**src/rtl/int_entry_seq.sv**
```systemverilog
module int_entry_seq #(
  parameter logic [19:0] VEC_BASE = 20'h0FD00
) (
  input  logic        clk,
  input  logic        rst_n,
  input  logic        req_valid,
  input  logic        sw_int,
  input  logic [5:0]  sw_num,
  input  logic [15:0] flg_in,
  input  logic [19:0] pc_in,
  input  logic [15:0] sp_in,
  output logic        req_ack,
  output logic [19:0] bus_addr,
  output logic        bus_rd,
  output logic        bus_wr,
  output logic [7:0]  bus_wdata,
  input  logic [7:0]  bus_rdata,
  output logic        clr_req,
  output logic [5:0]  clr_num,
  output logic        flg_we,
  output logic [15:0] flg_out,
  output logic        pc_we,
  output logic [19:0] pc_out,
  output logic        sp_we,
  output logic [15:0] sp_out,
  output logic        done
);
  localparam logic [4:0]  LAST   = 5'd19;
  localparam logic [15:0] F_D    = 16'h0004;
  localparam logic [15:0] F_I    = 16'h0040;
  localparam logic [15:0] F_U    = 16'h0080;

  logic        busy, keep_u;
  logic [4:0]  cnt;
  logic [5:0]  num;
  logic [2:0]  lvl;
  logic [15:0] flg_s, sp_s, flg_clr;
  logic [19:0] pc_s, vec, vec_addr;

  always_ff @(posedge clk) begin
    if (!rst_n) begin
      busy <= 1'b0; cnt <= '0; keep_u <= 1'b0; num <= '0; lvl <= '0;
      flg_s <= '0; pc_s <= '0; sp_s <= '0; vec <= '0;
    end else if (!busy) begin
      if (req_valid) begin
        busy   <= 1'b1;
        cnt    <= '0;
        flg_s  <= flg_in;
        pc_s   <= pc_in;
        sp_s   <= sp_in;
        keep_u <= sw_int && sw_num[5];
      end
    end else begin
      cnt <= cnt + 5'd1;
      if (cnt == LAST) busy <= 1'b0;
      case (cnt)
        5'd0:  num         <= bus_rdata[5:0];
        5'd1:  lvl         <= bus_rdata[2:0];
        5'd12: vec[7:0]    <= bus_rdata;
        5'd13: vec[15:8]   <= bus_rdata;
        5'd14: vec[19:16]  <= bus_rdata[3:0];
        default: ;
      endcase
    end
  end

  wire ph_info = busy && (cnt < 5'd2);
  wire ph_push = busy && (cnt >= 5'd6) && (cnt <= 5'd9);
  wire ph_vec  = busy && (cnt >= 5'd12) && (cnt <= 5'd14);

  assign req_ack  = !busy && req_valid;
  assign bus_rd   = ph_info || ph_vec;
  assign bus_wr   = ph_push;
  assign vec_addr = VEC_BASE + {12'd0, num, 2'b00};
  assign flg_clr  = flg_s & ~(F_D | F_I | (keep_u ? 16'h0000 : F_U));
  assign flg_out  = (busy && cnt == 5'd15) ? {flg_clr[15], lvl, flg_clr[11:0]} : flg_clr;
  assign flg_we   = busy && (cnt == 5'd2 || cnt == 5'd15);
  assign clr_req  = busy && cnt == 5'd2;
  assign clr_num  = num;
  assign done     = busy && cnt == LAST;
  assign pc_we    = done;
  assign sp_we    = done;
  assign pc_out   = vec;
  assign sp_out   = sp_s - 16'd4;

  always_comb begin
    bus_addr  = '0;
    bus_wdata = '0;
    case (cnt)
      5'd1:  bus_addr = 20'd1;
      5'd6:  begin bus_addr = {4'h0, sp_s - 16'd2}; bus_wdata = flg_s[7:0]; end
      5'd7:  begin bus_addr = {4'h0, sp_s - 16'd1}; bus_wdata = {flg_s[15:12], pc_s[19:16]}; end
      5'd8:  begin bus_addr = {4'h0, sp_s - 16'd4}; bus_wdata = pc_s[7:0]; end
      5'd9:  begin bus_addr = {4'h0, sp_s - 16'd3}; bus_wdata = pc_s[15:8]; end
      5'd12: bus_addr = vec_addr;
      5'd13: bus_addr = vec_addr + 20'd1;
      5'd14: bus_addr = vec_addr + 20'd2;
      default: ;
    endcase
    if (!busy) begin
      bus_addr  = '0;
      bus_wdata = '0;
    end
  end

  a_r9_rd_wr_excl: assert property (@(posedge clk) disable iff (!rst_n)
    !(bus_rd && bus_wr));
  a_r8_done_single: assert property (@(posedge clk) disable iff (!rst_n)
    done |=> !done);
  a_r2_first_read: assert property (@(posedge clk) disable iff (!rst_n)
    req_ack |=> (bus_rd && bus_addr == 20'd0));
  a_r5_first_push: assert property (@(posedge clk) disable iff (!rst_n)
    (bus_wr && !$past(bus_wr)) |-> (bus_addr == {4'h0, sp_s - 16'd2}));
  a_r8_vec_then_load: assert property (@(posedge clk) disable iff (!rst_n)
    pc_we |-> $past(bus_rd, 5));
endmodule

```
**config.mk**
```make
export PLATFORM = sky130hd
export DESIGN_NAME = int_entry_seq
export DESIGN_NICKNAME = d
export VERILOG_FILES = /design/src/rtl/int_entry_seq.sv
export SDC_FILE = /design/constraint.sdc
export NUM_CORES = 1
export LEC_CHECK = 0
export BUFFER_PORTS_ARGS = -buffer_cell sky130_fd_sc_hd__buf_2
export CAP_MARGIN = 5
export CORE_MARGIN = 4
export CORE_UTILIZATION = 25
export CTS_BUF_LIST = sky130_fd_sc_hd__clkbuf_16
export DETAILED_ROUTE_END_ITERATION = 8
export REMOVE_ABC_BUFFERS = 1
export SYNTH_ARGS = -nofsm -noshare
export SYNTH_HDL_FRONTEND = slang
export SYNTH_SLANG_ARGS = --single-unit
```
**constraint.sdc**
```tcl
create_clock -name clk -period 2.9 [get_ports clk]
set_clock_uncertainty 0.15 [all_clocks]
set_input_delay 0.29 -clock clk [delete_from_list [all_inputs] [get_ports clk]]
set_output_delay 0.29 -clock clk [all_outputs]
set_load 0.05 [all_outputs]
```
==> impl_results.rst <==
.. list-table::
   :header-rows: 1

   * - Metric
     - Value
   * - Count of cells along the worst hold path
     - 3
   * - Number of buffers and inverters on the critical path
     - 4
   * - Most common library cell in the layout ignoring fill and taps
     - nand2_1
   * - Global-route wire length before repair
     - 26,940 um
   * - Remaining antenna violation count after routing
     - 0
   * - Global Route Usage Sum
     - 15.16%
   * - Critical Path AT
     - 2.71 ns
   * - Result of the run
     - finished, violations left
   * - Total of max-cap violations
     - 0
   * - Final hold vios
     - 0
   * - Mapped Cells
     - 660
   * - Highest cell delay on the worst timing path
     - 0.33 ns
   * - Mapped Area
     - 5115 um^2
   * - H-Tree Depth
     - 3
   * - Library cell contributing the largest single delay on the critical path
     - dfxtp_2
   * - Placed standard-cell area
     - 6226 um^2
   * - Diode count
     - 0
   * - Root buf cell
     - clkbuf_16
   * - Antenna violations before repair
     - 2
   * - Average vias per placed instance
     - 4.819
   * - Synthesis-to-layout area growth
     - 35.49%
   * - Final period utilization
     - 108.5%
   * - TritonCTS buffer count
     - 9
   * - Worst EP required
     - 2.46 ns
   * - DRT iter0 DRCs
     - 377
   * - Placer's final routability congestion estimate
     - 0.8547
   * - Row Count
     - 52
   * - Detailed-route wire length
     - 17,750 um
   * - Detailed-router iteration count before antenna repair
     - 5
   * - Final instance area
     - 6930 um^2
   * - Reg-to-reg critical path startpoint
     - busy
   * - Achievable Freq
     - 317.9 MHz
   * - Cell count of the worst reg-to-reg path
     - 4
   * - Critical-path maximum fanout
     - 3
   * - Met2 routing resource usage after global routing
     - 23.89%
   * - Vias post-DR
     - 5,224
   * - Overall die height
     - 151.0 um
   * - Count of yosys warnings during synthesis
     - 0
   * - Total of buffers placed on input and output ports
     - 152
   * - Number of setup violations in the final report
     - 10
   * - Min-Delay Path Class
     - in2reg
   * - Overflow after GRT
     - 0
   * - Met1 track demand over resource
     - 19.54%
   * - Synthesis-stage register bit count
     - 88
   * - Fill cell total of the finished layout
     - 2,134
   * - Portion of the post-synthesis area used by sequential elements
     - 34.44%
   * - Worst slew pin tran
     - 0.7132 ns
   * - Register-to-Register Setup Slack
     - 0.90 ns
   * - Leading register cell type out of synthesis
     - dfxtp_1
   * - Top Family by Delay on Critical Path
     - simple AND/OR/NAND/NOR gates
   * - PD cells
     - 492.6 nW/um^2
   * - TritonCTS clock tree
     - built
   * - Setup slack after layout
     - -0.2459 ns
   * - Floorplan die area
     - 22,810 um^2
   * - Nets
     - 888
   * - Critical Path Source Type
     - register
   * - Avg Inst Size Synth
     - 7.750 um^2
   * - Type of the worst setup path
     - reg2out
   * - Sinks on Clock Net
     - 88
   * - Remaining max-slew budget at the tightest pin
     - 52.05%
   * - Setup repair after global routing missed its margin
     - true
   * - Maximum number of pins on one net before global-route repair
     - 58
   * - Number of global-route vias before repair
     - 4,990
   * - Leakage power total
     - 2.793 nW
   * - Starting density of the core
     - 25.36%
   * - Residual DRC count
     - 0
   * - Total half-perimeter wirelength after legalization and detailed placement
     - 12,710 um
   * - Sink of the worst hold path
     - sp_s[15]
   * - # placed instances
     - 1,062
   * - Fin. max-slew vios
     - 0
   * - Origin of the worst min-delay path
     - sp_in[15]
   * - VDD IR max
     - 273.2 uV
   * - Detailed-route wire length per cell
     - 16.37 um
   * - GR Util met3
     - 3.800%
   * - Share of cells above drive strength 1
     - 35.63%
   * - Final critical-path required period
     - 3.146 ns
   * - Core outline area
     - 20,170 um^2
   * - Commonest cells after routing, fill and taps aside
     - 158 x nand2_1, 135 x buf_2, 85 x dfxtp_1
   * - Non-Filler Instances
     - 1,084
   * - Kind of capture point of the worst setup path
     - output port
   * - Chip width
     - 151.0 um
   * - Fraction of registers with async set/reset
     - 0%
   * - Series of cell instances along the critical path
     - inv_2 > ha_4 > and4bb_2 > inv_2 > ha_4 > a21o_1 > buf_6 > nor3_4 > nor4b_4 > nor3_2 > a31oi_1 > buf_4
   * - Critical register-to-register path endpoint
     - pc_out[16]
   * - Busiest grt layer
     - met2
   * - Violations in the final reports
     - negative setup slack
   * - Source-to-sink clock delay at the later pin of the worst-skew pair
     - 0.36 ns
   * - Clock tree buffer depth
     - 2
   * - Number of flops mapped to enable cells by yosys
     - 0
   * - Distinct cell type count after synthesis
     - 63
   * - Post-CTS clock slew at the launch and capture registers of the worst setup and hold paths
     - 0.07 ns
   * - Hold-fix buffers, CTS
     - 0
   * - Total I/O pin count
     - 164
[power breakdown]
part           switching (W)  internal, W
clock network       0.000555     0.000767
registers          0.0000581      0.00126
logic               0.000516     0.000260
[synth_stat cells, types with 8 or more instances]
cell      instances  area [um^2]
inv_1            13        48.80
nor3_1            9        45.04
a21oi_1          31        155.2
dfxtp_1          88         1762
a222oi_1         10        100.1
nand3_1          33        165.2
buf_4            25        187.7
nor2_1           25        93.84
xnor2_1           8        70.07
buf_2            11        55.05
a21boi_0         81        608.1
xor2_1            9        78.83
o21ai_0          16        80.08
nand2_1         163        611.8
nor2b_1           9        56.30
ha_1              8        100.1
clkbuf_1         30        112.6
[cell families after synthesis]
group | share of synthesized area [%]
compound gates | 24.34
buf+inv | 8.488
simple gates | 25.76
other cells | 0.07332
mux | 1.639
xor+xnor | 2.911
flops | 34.44
fa+ha+maj | 2.348
[per-stage QoR]
stage | utilization [%] | hold WS [ns] | worst slack (ns) | power [W] | TNS [ns]
floorplan | - | 0.2561 | -1.070 | 0.001814 | -11.30
global placement | 30.87 | 0.2956 | -0.03555 | 0.002073 | -0.03555
detailed placement | 30.87 | 0.3047 | -0.06293 | 0.002077 | -0.06293
CTS | 33.68 | 0.01249 | -0.2699 | 0.003437 | -1.133
global route | 34.36 | 0.01699 | -0.3952 | 0.003574 | -2.407
finish | 34.36 | 0.02676 | -0.2459 | 0.003414 | -1.090
[flip-flops by register name, indices dropped and copies added (netlist names)]
signal and cells:
pc_s 20, pc_out 20, lvl 3, clr_num 6
busy 1, sp_s 16, flg_s 16, cnt 5
keep_u 1
[repair_timing]
item	4_1_cts	5_1_grt
pin swaps	24	22
setup buffers	4	6
setup endpoints to repair	23	25
resized for setup	61	31
[how the worst max path moves through the flow]
stage / endpoint / startpoint / depth (start not counted) / slack (ns)
3_3_place_gp: bus_addr[15] / cnt[1] / 11 / -0.04
3_5_place_dp: bus_addr[15] / cnt[1] / 11 / -0.06
6_report: bus_addr[13] / cnt[1] / 12 / -0.25
5_1_grt: bus_addr[13] / cnt[1] / 12 / -0.40
4_1_cts: bus_addr[15] / cnt[1] / 11 / -0.27
2_1_floorplan: bus_addr[15] / cnt[0] / 9 / -1.07
[final cells by class]
class                           count  area (um^2)  area share [%]
Multi-Input combinational cell    492         3188           46.00
Sequential cell                    88         1765           25.47
Timing Repair Buffer              204         1260           18.18
Tap cell                          270        337.8           4.875
Clock buffer                        9        225.2           3.250
Clock inverter                      7        101.3           1.462
Inverter                           14        52.55          0.7583
[layer usage]
metal	wire length, um	part of all wire, %
met1	7732	44
met2	8346	47
met3	1088	6.1
met4	556	3.1
met5	21	0.12
[worst reg2reg max path, cell delays in order (launching register included)]
cell,delay [ns]
dfxtp_1,0.61
nand2b_1,0.23
nor4_2,0.58
mux2i_1,0.26
nor2b_1,0.06
Power figures use the tool's default switching activity.
